--- src/rtl/fsq_pkg.sv ---
package fsq_pkg;
  typedef enum logic [1:0] {
    SLOT_FAST  = 2'd0,
    SLOT_SLOW  = 2'd1,
    SLOT_MARK  = 2'd2,
    SLOT_COUNT = 2'd3
  } slot_kind_e;
endpackage

--- src/rtl/fsq_slot_ctr.sv ---
module fsq_slot_ctr #(
  parameter int unsigned ROWS   = 6,
  parameter int unsigned COLS   = 9,
  parameter int unsigned N_FAST = 4,
  parameter int unsigned ROW_W  = $clog2(ROWS),
  parameter int unsigned COL_W  = $clog2(COLS),
  parameter int unsigned TAIL_W = $clog2(ROWS * (COLS - N_FAST))
) (
  input  logic              clk_i,
  input  logic              rst_ni,
  input  logic              tick_i,
  output logic [ROW_W-1:0]  row_o,
  output logic [COL_W-1:0]  col_o,
  output logic [TAIL_W-1:0] tail_o,
  output logic              last_o
);
  localparam logic [ROW_W-1:0]  ROW_LAST  = ROW_W'(ROWS - 1);
  localparam logic [COL_W-1:0]  COL_LAST  = COL_W'(COLS - 1);
  localparam logic [COL_W-1:0]  TAIL_COL  = COL_W'(N_FAST);
  localparam logic [TAIL_W-1:0] TAIL_LAST = TAIL_W'(ROWS * (COLS - N_FAST) - 1);

  logic [ROW_W-1:0]  row_q;
  logic [COL_W-1:0]  col_q;
  logic [TAIL_W-1:0] tail_q;

  assign last_o = (row_q == ROW_LAST) && (col_q == COL_LAST);

  always_ff @(posedge clk_i or negedge rst_ni) begin
    if (!rst_ni) begin
      row_q  <= '0;
      col_q  <= '0;
      tail_q <= '0;
    end else if (tick_i) begin
      if (col_q == COL_LAST) begin
        col_q <= '0;
        row_q <= (row_q == ROW_LAST) ? '0 : row_q + 1'b1;
      end else begin
        col_q <= col_q + 1'b1;
      end
      // tail number counts only the trailing columns, restarts each frame
      if (last_o)                 tail_q <= '0;
      else if (col_q >= TAIL_COL) tail_q <= tail_q + 1'b1;
    end
  end

  assign row_o  = row_q;
  assign col_o  = col_q;
  assign tail_o = tail_q;

  p_frame_wrap_r2: assert property (@(posedge clk_i) disable iff (!rst_ni)
    tick_i && last_o |=> row_q == '0 && col_q == '0 && tail_q == '0);
  p_hold_r2: assert property (@(posedge clk_i) disable iff (!rst_ni)
    !tick_i |=> $stable(row_q) && $stable(col_q) && $stable(tail_q));
  p_col_range_r2: assert property (@(posedge clk_i) disable iff (!rst_ni)
    col_q <= COL_LAST && row_q <= ROW_LAST);
  p_tail_full_r4: assert property (@(posedge clk_i) disable iff (!rst_ni)
    last_o |-> tail_q == TAIL_LAST);
endmodule

--- src/rtl/fsq_frame_cnt.sv ---
module fsq_frame_cnt #(
  parameter int unsigned CNT_W = 24
) (
  input  logic             clk_i,
  input  logic             rst_ni,
  input  logic             inc_i,
  output logic [CNT_W-1:0] cnt_o
);
  logic [CNT_W-1:0] cnt_q;

  always_ff @(posedge clk_i or negedge rst_ni) begin
    if (!rst_ni)    cnt_q <= '0;
    else if (inc_i) cnt_q <= cnt_q + 1'b1;
  end

  assign cnt_o = cnt_q;

  p_cnt_step_r9: assert property (@(posedge clk_i) disable iff (!rst_ni)
    inc_i |=> cnt_q == $past(cnt_q) + 1'b1);
  p_cnt_hold_r10: assert property (@(posedge clk_i) disable iff (!rst_ni)
    !inc_i |=> $stable(cnt_q));
endmodule

--- src/rtl/fsq_slot_decode.sv ---
module fsq_slot_decode
  import fsq_pkg::*;
#(
  parameter int unsigned N_FAST    = 4,
  parameter int unsigned N_SLOW    = 25,
  parameter int unsigned COL_W     = 4,
  parameter int unsigned TAIL_W    = 5,
  parameter int unsigned CH_W      = 5,
  parameter int unsigned CNT_W     = 24,
  parameter int unsigned CNT_BYTES = 3,
  parameter logic [7:0]  MARK0     = 8'hEB,
  parameter logic [7:0]  MARK1     = 8'h90
) (
  input  logic [COL_W-1:0]  col_i,
  input  logic [TAIL_W-1:0] tail_i,
  input  logic [CNT_W-1:0]  cnt_i,
  output slot_kind_e        kind_o,
  output logic [CH_W-1:0]   chan_o,
  output logic [7:0]        data_o
);
  localparam int unsigned EXT_W = 8 * CNT_BYTES;

  logic [EXT_W-1:0] cnt_ext;
  assign cnt_ext = EXT_W'(cnt_i);

  always_comb begin
    kind_o = SLOT_FAST;
    chan_o = '0;
    data_o = '0;
    if (col_i < COL_W'(N_FAST)) begin
      kind_o = SLOT_FAST;
      chan_o = CH_W'(col_i);
    end else if (tail_i < TAIL_W'(N_SLOW)) begin
      kind_o = SLOT_SLOW;
      chan_o = CH_W'(N_FAST) + CH_W'(tail_i);
    end else if (tail_i < TAIL_W'(N_SLOW + 2)) begin
      kind_o = SLOT_MARK;
      data_o = (tail_i == TAIL_W'(N_SLOW)) ? MARK0 : MARK1;
    end else begin
      kind_o = SLOT_COUNT;
      // most significant byte first
      for (int b = 0; b < int'(CNT_BYTES); b++) begin
        if (tail_i == TAIL_W'(N_SLOW + 2 + b))
          data_o = cnt_ext[8*(int'(CNT_BYTES)-1-b) +: 8];
      end
    end
  end
endmodule

--- src/rtl/fsq_switch_dec.sv ---
module fsq_switch_dec #(
  parameter int unsigned CH_W   = 5,
  parameter int unsigned SW_IN  = 16,
  parameter int unsigned NUM_SW = 2,
  parameter int unsigned SEL_W  = $clog2(SW_IN)
) (
  input  logic                           sample_i,
  input  logic [CH_W-1:0]                chan_i,
  output logic [NUM_SW-1:0]              en_o,
  output logic [NUM_SW-1:0][SEL_W-1:0]   sel_o
);
  logic [31:0] chan_ext;
  assign chan_ext = 32'(chan_i);

  for (genvar g = 0; g < int'(NUM_SW); g++) begin : g_sw
    assign en_o[g]  = sample_i && ((chan_ext / SW_IN) == 32'(g));
    assign sel_o[g] = en_o[g] ? SEL_W'(chan_ext % SW_IN) : '0;
  end
endmodule

--- src/rtl/fsq_frame_seq.sv ---
module fsq_frame_seq
  import fsq_pkg::*;
#(
  parameter int unsigned N_FAST = 4,
  parameter int unsigned N_SLOW = 25,
  parameter int unsigned ROWS   = 6,
  parameter int unsigned COLS   = 9,
  parameter int unsigned SW_IN  = 16,
  parameter int unsigned CNT_W  = 24,
  parameter logic [7:0]  MARK0  = 8'hEB,
  parameter logic [7:0]  MARK1  = 8'h90,
  localparam int unsigned N_CH       = N_FAST + N_SLOW,
  localparam int unsigned CH_W       = $clog2(N_CH),
  localparam int unsigned ROW_W      = $clog2(ROWS),
  localparam int unsigned COL_W      = $clog2(COLS),
  localparam int unsigned SEL_W      = $clog2(SW_IN)
) (
  input  logic             clk_i,
  input  logic             rst_ni,
  input  logic             tick_i,
  output logic [1:0]       kind_o,
  output logic [CH_W-1:0]  chan_o,
  output logic [ROW_W-1:0] row_o,
  output logic [COL_W-1:0] col_o,
  output logic [7:0]       data_o,
  output logic             sw_a_en_o,
  output logic [SEL_W-1:0] sw_a_sel_o,
  output logic             sw_b_en_o,
  output logic [SEL_W-1:0] sw_b_sel_o,
  output logic [CNT_W-1:0] frame_cnt_o
);
  localparam int unsigned TAIL_SLOTS = ROWS * (COLS - N_FAST);
  localparam int unsigned TAIL_W     = $clog2(TAIL_SLOTS);
  localparam int unsigned CNT_BYTES  = TAIL_SLOTS - N_SLOW - 2;
  localparam int unsigned NUM_SW     = (N_CH + SW_IN - 1) / SW_IN;

  logic [TAIL_W-1:0] tail_w;
  logic              last_w;
  slot_kind_e        kind_w;
  logic              sample_w;
  logic [NUM_SW-1:0]             en_w;
  logic [NUM_SW-1:0][SEL_W-1:0]  sel_w;

  fsq_slot_ctr #(
    .ROWS(ROWS), .COLS(COLS), .N_FAST(N_FAST),
    .ROW_W(ROW_W), .COL_W(COL_W), .TAIL_W(TAIL_W)
  ) u_ctr (
    .clk_i(clk_i), .rst_ni(rst_ni), .tick_i(tick_i),
    .row_o(row_o), .col_o(col_o), .tail_o(tail_w), .last_o(last_w)
  );

  fsq_frame_cnt #(.CNT_W(CNT_W)) u_cnt (
    .clk_i(clk_i), .rst_ni(rst_ni),
    .inc_i(tick_i && last_w),
    .cnt_o(frame_cnt_o)
  );

  fsq_slot_decode #(
    .N_FAST(N_FAST), .N_SLOW(N_SLOW), .COL_W(COL_W), .TAIL_W(TAIL_W),
    .CH_W(CH_W), .CNT_W(CNT_W), .CNT_BYTES(CNT_BYTES),
    .MARK0(MARK0), .MARK1(MARK1)
  ) u_dec (
    .col_i(col_o), .tail_i(tail_w), .cnt_i(frame_cnt_o),
    .kind_o(kind_w), .chan_o(chan_o), .data_o(data_o)
  );

  assign sample_w = (kind_w == SLOT_FAST) || (kind_w == SLOT_SLOW);

  fsq_switch_dec #(
    .CH_W(CH_W), .SW_IN(SW_IN), .NUM_SW(NUM_SW), .SEL_W(SEL_W)
  ) u_sw (
    .sample_i(sample_w), .chan_i(chan_o), .en_o(en_w), .sel_o(sel_w)
  );

  assign kind_o     = kind_w;
  assign sw_a_en_o  = en_w[0];
  assign sw_a_sel_o = sel_w[0];
  assign sw_b_en_o  = en_w[NUM_SW-1];
  assign sw_b_sel_o = sel_w[NUM_SW-1];

  p_one_switch_r7: assert property (@(posedge clk_i) disable iff (!rst_ni)
    sample_w |-> $countones({sw_a_en_o, sw_b_en_o}) == 1);
  p_switch_a_map_r7: assert property (@(posedge clk_i) disable iff (!rst_ni)
    sw_a_en_o |-> chan_o < CH_W'(SW_IN) && CH_W'(sw_a_sel_o) == chan_o);
  p_idle_switch_r8: assert property (@(posedge clk_i) disable iff (!rst_ni)
    !sample_w |-> !sw_a_en_o && !sw_b_en_o && chan_o == '0);
  p_fast_cols_r3: assert property (@(posedge clk_i) disable iff (!rst_ni)
    col_o < COL_W'(N_FAST) |-> kind_w == SLOT_FAST && chan_o == CH_W'(col_o));
  p_slow_ascend_r4: assert property (@(posedge clk_i) disable iff (!rst_ni)
    tick_i && kind_w == SLOT_SLOW && chan_o != CH_W'(N_CH - 1)
    |=> kind_w == SLOT_FAST || chan_o == $past(chan_o) + 1'b1);
  p_count_at_start_r10: assert property (@(posedge clk_i) disable iff (!rst_ni)
    !$stable(frame_cnt_o) |-> row_o == '0 && col_o == '0);
endmodule

--- config.mk ---
export PLATFORM = sky130hd
export DESIGN_NAME = fsq_frame_seq
export DESIGN_NICKNAME = d
export VERILOG_FILES = /design/src/rtl/fsq_pkg.sv /design/src/rtl/fsq_slot_ctr.sv /design/src/rtl/fsq_frame_cnt.sv /design/src/rtl/fsq_slot_decode.sv /design/src/rtl/fsq_switch_dec.sv /design/src/rtl/fsq_frame_seq.sv
export SDC_FILE = /design/constraint.sdc
export NUM_CORES = 1
export LEC_CHECK = 0
export BUFFER_PORTS_ARGS = -buffer_cell sky130_fd_sc_hd__buf_2
export CAP_MARGIN = 15
export CORE_UTILIZATION = 53
export CTS_BUF_LIST = sky130_fd_sc_hd__clkbuf_16
export CTS_CLUSTER_DIAMETER = 100
export CTS_CLUSTER_SIZE = 24
export DETAILED_ROUTE_END_ITERATION = 10
export PLACE_DENSITY_LB_ADDON = 0.15
export SLEW_MARGIN = 20
export SYNTH_ARGS = -nofsm -noshare
export SYNTH_HDL_FRONTEND = slang
export SYNTH_SLANG_ARGS = --single-unit
--- constraint.sdc ---
create_clock -name clk_i -period 2.3 [get_ports clk_i]
set_input_delay 0.115 -clock clk_i [delete_from_list [all_inputs] [get_ports clk_i]]
set_output_delay 0.115 -clock clk_i [all_outputs]
set_load 0.05 [all_outputs]
-- Yosys cells after proc, flatten, opt, wreduce, memory -nomap -nowiden
Index checks and enable logic that the tools add are counted.
- flip-flop bits (word level): 36
- input port bits: 3
- output and inout port bits: 56
- logic and storage cells: 48
- add/subtract/negate cells: 5
- order comparisons: 4
- equal/unequal tests: 7
- muxes and demuxes: 18
- reductions and logical operators: 10
- operator list (kind ; number):
    $mux W8 ; 6
    $logic_not A32 Y1 ; 1
    $add A24 B1 Y24 const B ; 1
    $eq A5 B5 Y1 const B ; 4
    $mux W5 ; 4
    $mux W4 ; 3
    $lt A5 B5 Y1 const B ; 2
    $mux W7 ; 1
    $add A3 B5 Y5 const A ; 1
    $add A5 B1 Y5 const B ; 1
    $add A4 B1 Y4 const B ; 1
    $eq A4 B4 Y1 const B ; 1
    $ge A4 B3 Y1 const B ; 1
    $logic_and A1 B1 Y1 ; 4
    $lt A4 B3 Y1 const B ; 1
    $mux W2 ; 2
    $reduce_and A2 Y1 ; 2
    $add A3 B1 Y3 const B ; 1
    $eq A3 B3 Y1 const B ; 1
    $mux W3 ; 1
    $eq A2 B1 Y1 const B ; 1
    $logic_not A2 Y1 ; 1
    $reduce_bool A2 Y1 ; 1
    $logic_or A1 B1 Y1 ; 1
    $mux W1 ; 1

-- Longest topological paths before layout
- depth after elaboration: 8
- depth in mapped cells: 8
- depth with buffers taken out: 6

-- Modules after synthesis
A second synthesis with hierarchy kept.
- cell total of the unflattened synthesis: 230
- area, all modules: 2240.9 µm²
- modules (own cells, without submodules) (module ; instances ; cells each ; area an instance (µm²) ; sequential area each (µm²)):
    fsq_frame_cnt ; 1 ; 90 ; 1083.5 ; 600.6
    fsq_slot_ctr ; 1 ; 63 ; 638.1 ; 300.3
    fsq_slot_decode ; 1 ; 65 ; 435.4 ; 0.0
    fsq_switch_dec ; 1 ; 10 ; 73.8 ; 0.0
    fsq_frame_seq ; 1 ; 2 ; 10.0 ; 0.0

-- Least setup slack after synthesis
No wires, ideal clock.
- path type: register to output
- start point: reg u_ctr.tail_q[0], in the netlist u_ctr.tail_o[0]
- end point: out data_o[2]
- arrival time: 2.946 ns
- data required time: 2.185 ns
- slack: -0.761 ns
- cell stages (with the launch flop): 7
- path buffers: 1
- cell sequence: dfrtp_1 > inv_1 > ha_1 > clkbuf_1 > a21oi_1 > a21oi_1 > nor4_1
- cells in the longest elaborated chain, start to end: 7
- elaborated cells between the ends (all ways): 11
- classes of those cells: order compare: 2; eq/ne: 3; mux: 6
- ends and longest elaborated chain (item ; RTL line ; RTL):
    from (decl) ; fsq_slot_ctr.sv:24 ; logic [TAIL_W-1:0] tail_q;
    from (signal assigned) ; fsq_slot_ctr.sv:42 ; else if (col_q >= TAIL_COL) tail_q <= tail_q + 1'b1;
    $eq A5 B5 Y1 ; fsq_slot_decode.sv:43 ; if (tail_i == TAIL_W'(N_SLOW + 2 + b))
    $mux W8 (3 in a row) ; fsq_slot_decode.sv:43 ;
    $mux W8 ; fsq_slot_decode.sv:36 ; end else if (tail_i < TAIL_W'(N_SLOW + 2)) begin
    $mux W8 (*) ; fsq_slot_decode.sv:33 ; end else if (tail_i < TAIL_W'(N_SLOW)) begin
    $mux W8 (*) ; fsq_slot_decode.sv:30 ; if (col_i < COL_W'(N_FAST)) begin
    to (decl) ; fsq_frame_seq.sv:25 ; output logic [7:0] data_o,
Mark *: on every way between the ends. The rest lies on a longest branch, timed or not.

-- Worst setup path after layout
- start point: reg u_ctr.tail_q[4], in the netlist u_ctr.tail_o[4]
- end point: out data_o[0]
The elaborated chain is that of the path after synthesis.

==> impl_metrics.py <==
metrics = {
    "sta": {
        "max_slew.worst_pin.slew_ns": 0.788,
        "setup_tns_ns": 0,
        "max_freq_mhz": 457,
        "fin_crit_sh_pct": 95.1,
        "grt_setup_unrepaired": "true",
        "period_needed_ns": 2.19,
        "holdWs_ns": 0.174,
        "layout_setup_ws_ns": 0.113,
        "clock_skew_ns": 0.00523,
        "drv_slew": 0,
        "relSlewSlack_pct": 47.5,
        "final-hold-violation-count": 0,
        "setup_viol": 0,
    },
    "setup_path": {
        "path_class": "reg -> out",
        "cp.required_ns": 2.18,
        "worstSetupStartpointType": "flop",
        "cp.arrival_ns": 2.07,
        "worstPathMaxFanout": 7,
        "cp-end-kind": "primary output",
    },
    "synth": {
        "async_reset_ff_share_pct": 100,
        "synthCells": 254,
        "synth-seq-area-share_pct": 39.0,
        "synth_area_um2": 2310,
        "ys_warn_count": 0,
        "yosysUniqueCellTypes": 46,
        "synth.avg_cell_area_um2": 9.09,
        "synth_edf_count": 0,
        "synthesis.nets": 265,
        "ys_ff_latch": 36,
        "yosys_most_used_dff": "dfrtp_1",
    },
    "route": {
        "drtAntennaViolNets": 0,
        "drt_iter0_markers": 130,
        "via_per_inst": 5.65,
        "post_drt_wl_per_cell_um": 15.2,
        "vias": 2064,
        "drc": 0,
        "first_pass_iters": 4,
        "finalWirelength_mm": 5.54,
    },
    "layout": {
        "drive_gt1_share_pct": 30.2,
        "finish.instance_area_um2": 2890,
        "area_growth_pct": 25.2,
        "diodes": 0,
        "final_cells": 365,
        "final_util_pct": 70.7,
        "nets": 325,
    },
    "die": {
        "fp-row-count": 23,
        "start_util_pct": 56.5,
        "ios": 59,
        "die_w_um": 68.0,
        "fp.dieArea_um2": 4620,
        "core-area_um2": 4090,
        "dieHeight_um": 68.0,
    },
    "power_and_ir_drop": {
        "total_power_mw": 3.76,
        "powerDensity_nw_per_um2": 1300,
        "irDropWorstVdd_uv": 1130,
        "p_leak_nw": 1.48,
    },
    "run": {
        "cap_violations": 0,
    },
    "place": {
        "port_buffers": 58,
        "dpl_cell_area_um2": 2680,
        "gp_congestion": 0.875,
        "pre_cts_slack_ns": 0.200,
        "dpl.cell_count": 356,
        "dp_hpwl_mm": 4.08,
    },
    "clock_network": {
        "htree_levels": 2,
        "cts_sinks": 36,
        "tritoncts": "yes",
        "cts_root_buf": "clkbuf_16",
        "clk_pin_slew_ns": 0.05,
        "clock_latency_ns": 0.28,
        "cts_buffers": 5,
        "clockBufferDepth": 2,
    },
    "global_route": {
        "grt_overflow": 0,
        "grt_pass1_vias": 1898,
        "grt_max_degree": 37,
        "grtUsageTotal_pct": 26.3,
        "antenna_found_initial": 0,
        "grt_first_pass_wirelength_mm": 8.95,
    },
    "run_status": {
        "run_status": "complete, no violations",
    },
    "worst_hold_path": {
        "hold_class": "in -> reg",
    },
}
==> report_power, final <==
part | switching (mW) | internal (mW) | leakage [nW]
logic | 1.54 | 0.543 | 0.916
registers | 0.186 | 0.735 | 0.481
clock network | 0.249 | 0.505 | 0.0850
==> critical path: stages (launching register included) <==
cell,delay (ns)
dfrtp_1,0.51
o311ai_2,0.19
or2_2,0.41
a21o_1,0.25
a21oi_1,0.15
buf_2,0.28
==> what timing repair did <==
item	4_1_cts	5_1_grt
endpoints found under the setup margin	7	11
hold buffers	1	0
gates resized for setup	3	11
endpoints found under the hold margin	36	0
setup buffers	0	0
==> per-layer routing <==
layer,routed length [um],vias up,track usage (%)
li1,-,1015,-
met1,2610,979,36.1
met2,2500,60,39.2
met3,319,10,6.67
met4,104,0,10.4
met5,0,-,0
==> state kept, by name, summed over array words and instances (netlist names) <==
name,flops
u_cnt.cnt_o,24
u_ctr.col_o,4
u_ctr.row_o,3
u_ctr.tail_o,5
==> logic make-up after synthesis <==
family	synth area share (%)
simple gates	25.7
buf+inv	5.20
xor+xnor	11.4
flops	39.0
fa+ha+maj	4.34
mux	1.46
compound gates	12.9
==> Yosys cell counts (3+ instances only) <==
cell,instances,share of area [%]
o21ai_0,13,2.8
ha_1,8,4.3
xor2_1,9,3.4
mux2_2,3,1.5
clkbuf_1,6,0.98
nand3_1,13,2.8
nand4_1,10,2.7
nand2b_1,3,0.81
dfrtp_1,36,39
o211ai_1,6,2.0
nor2_1,23,3.7
inv_1,12,2.0
nand2_1,24,3.9
buf_4,3,0.98
a21oi_1,18,3.9
xnor2_1,21,8.0
and3_1,6,1.6
nor3_1,4,0.87
==> layout by cell type, fill, tap and decap left out, drive strengths merged, types with 3 or more instances in the layout <==
cell and n:
o211ai 6, nand3 13, nor4 4, and3 8
buf 62, xor2 9, a21oi 18, ha 8
o21ai 14, xnor2 21, dfrtp 36, nor2 24
mux2 3, inv 13, clkbuf 7, and2 3
nand2 24, nand4 12, nor3 4, nand2b 3
==> path summary, 6_finish.rpt <==
path,start,endpoint,slack (ns),depth (start not counted)
setup reg to reg,u_ctr.col_o[0]$_DFFE_PN0P_,u_cnt.cnt_o[1]$_DFFE_PN0P_,0.36,5
max in group asynchronous,rst_ni,u_ctr.tail_o[2]$_DFFE_PN0P_,1.30,2
min in group asynchronous,rst_ni,u_ctr.col_o[3]$_DFFE_PN0P_,0.46,2
setup / recovery,u_ctr.tail_o[4]$_DFFE_PN0P_,data_o[0],0.11,5
hold reg to reg,u_cnt.cnt_o[22]$_DFFE_PN0P_,u_cnt.cnt_o[22]$_DFFE_PN0P_,0.51,1
hold / removal,tick_i,u_ctr.col_o[0]$_DFFE_PN0P_,0.17,2
==> final cells by class <==
type                    instances  area (um2)
flip-flops and latches         36         905
repair buffers                 65         359
clock buffers                   5         125
clock inverters                 3        38.8
inverters                      12        45.0
multi-input cells             194        1360
well taps                      50        62.6
fillers                       336        1200
Note: power is estimated with default switching activity, not from simulation.
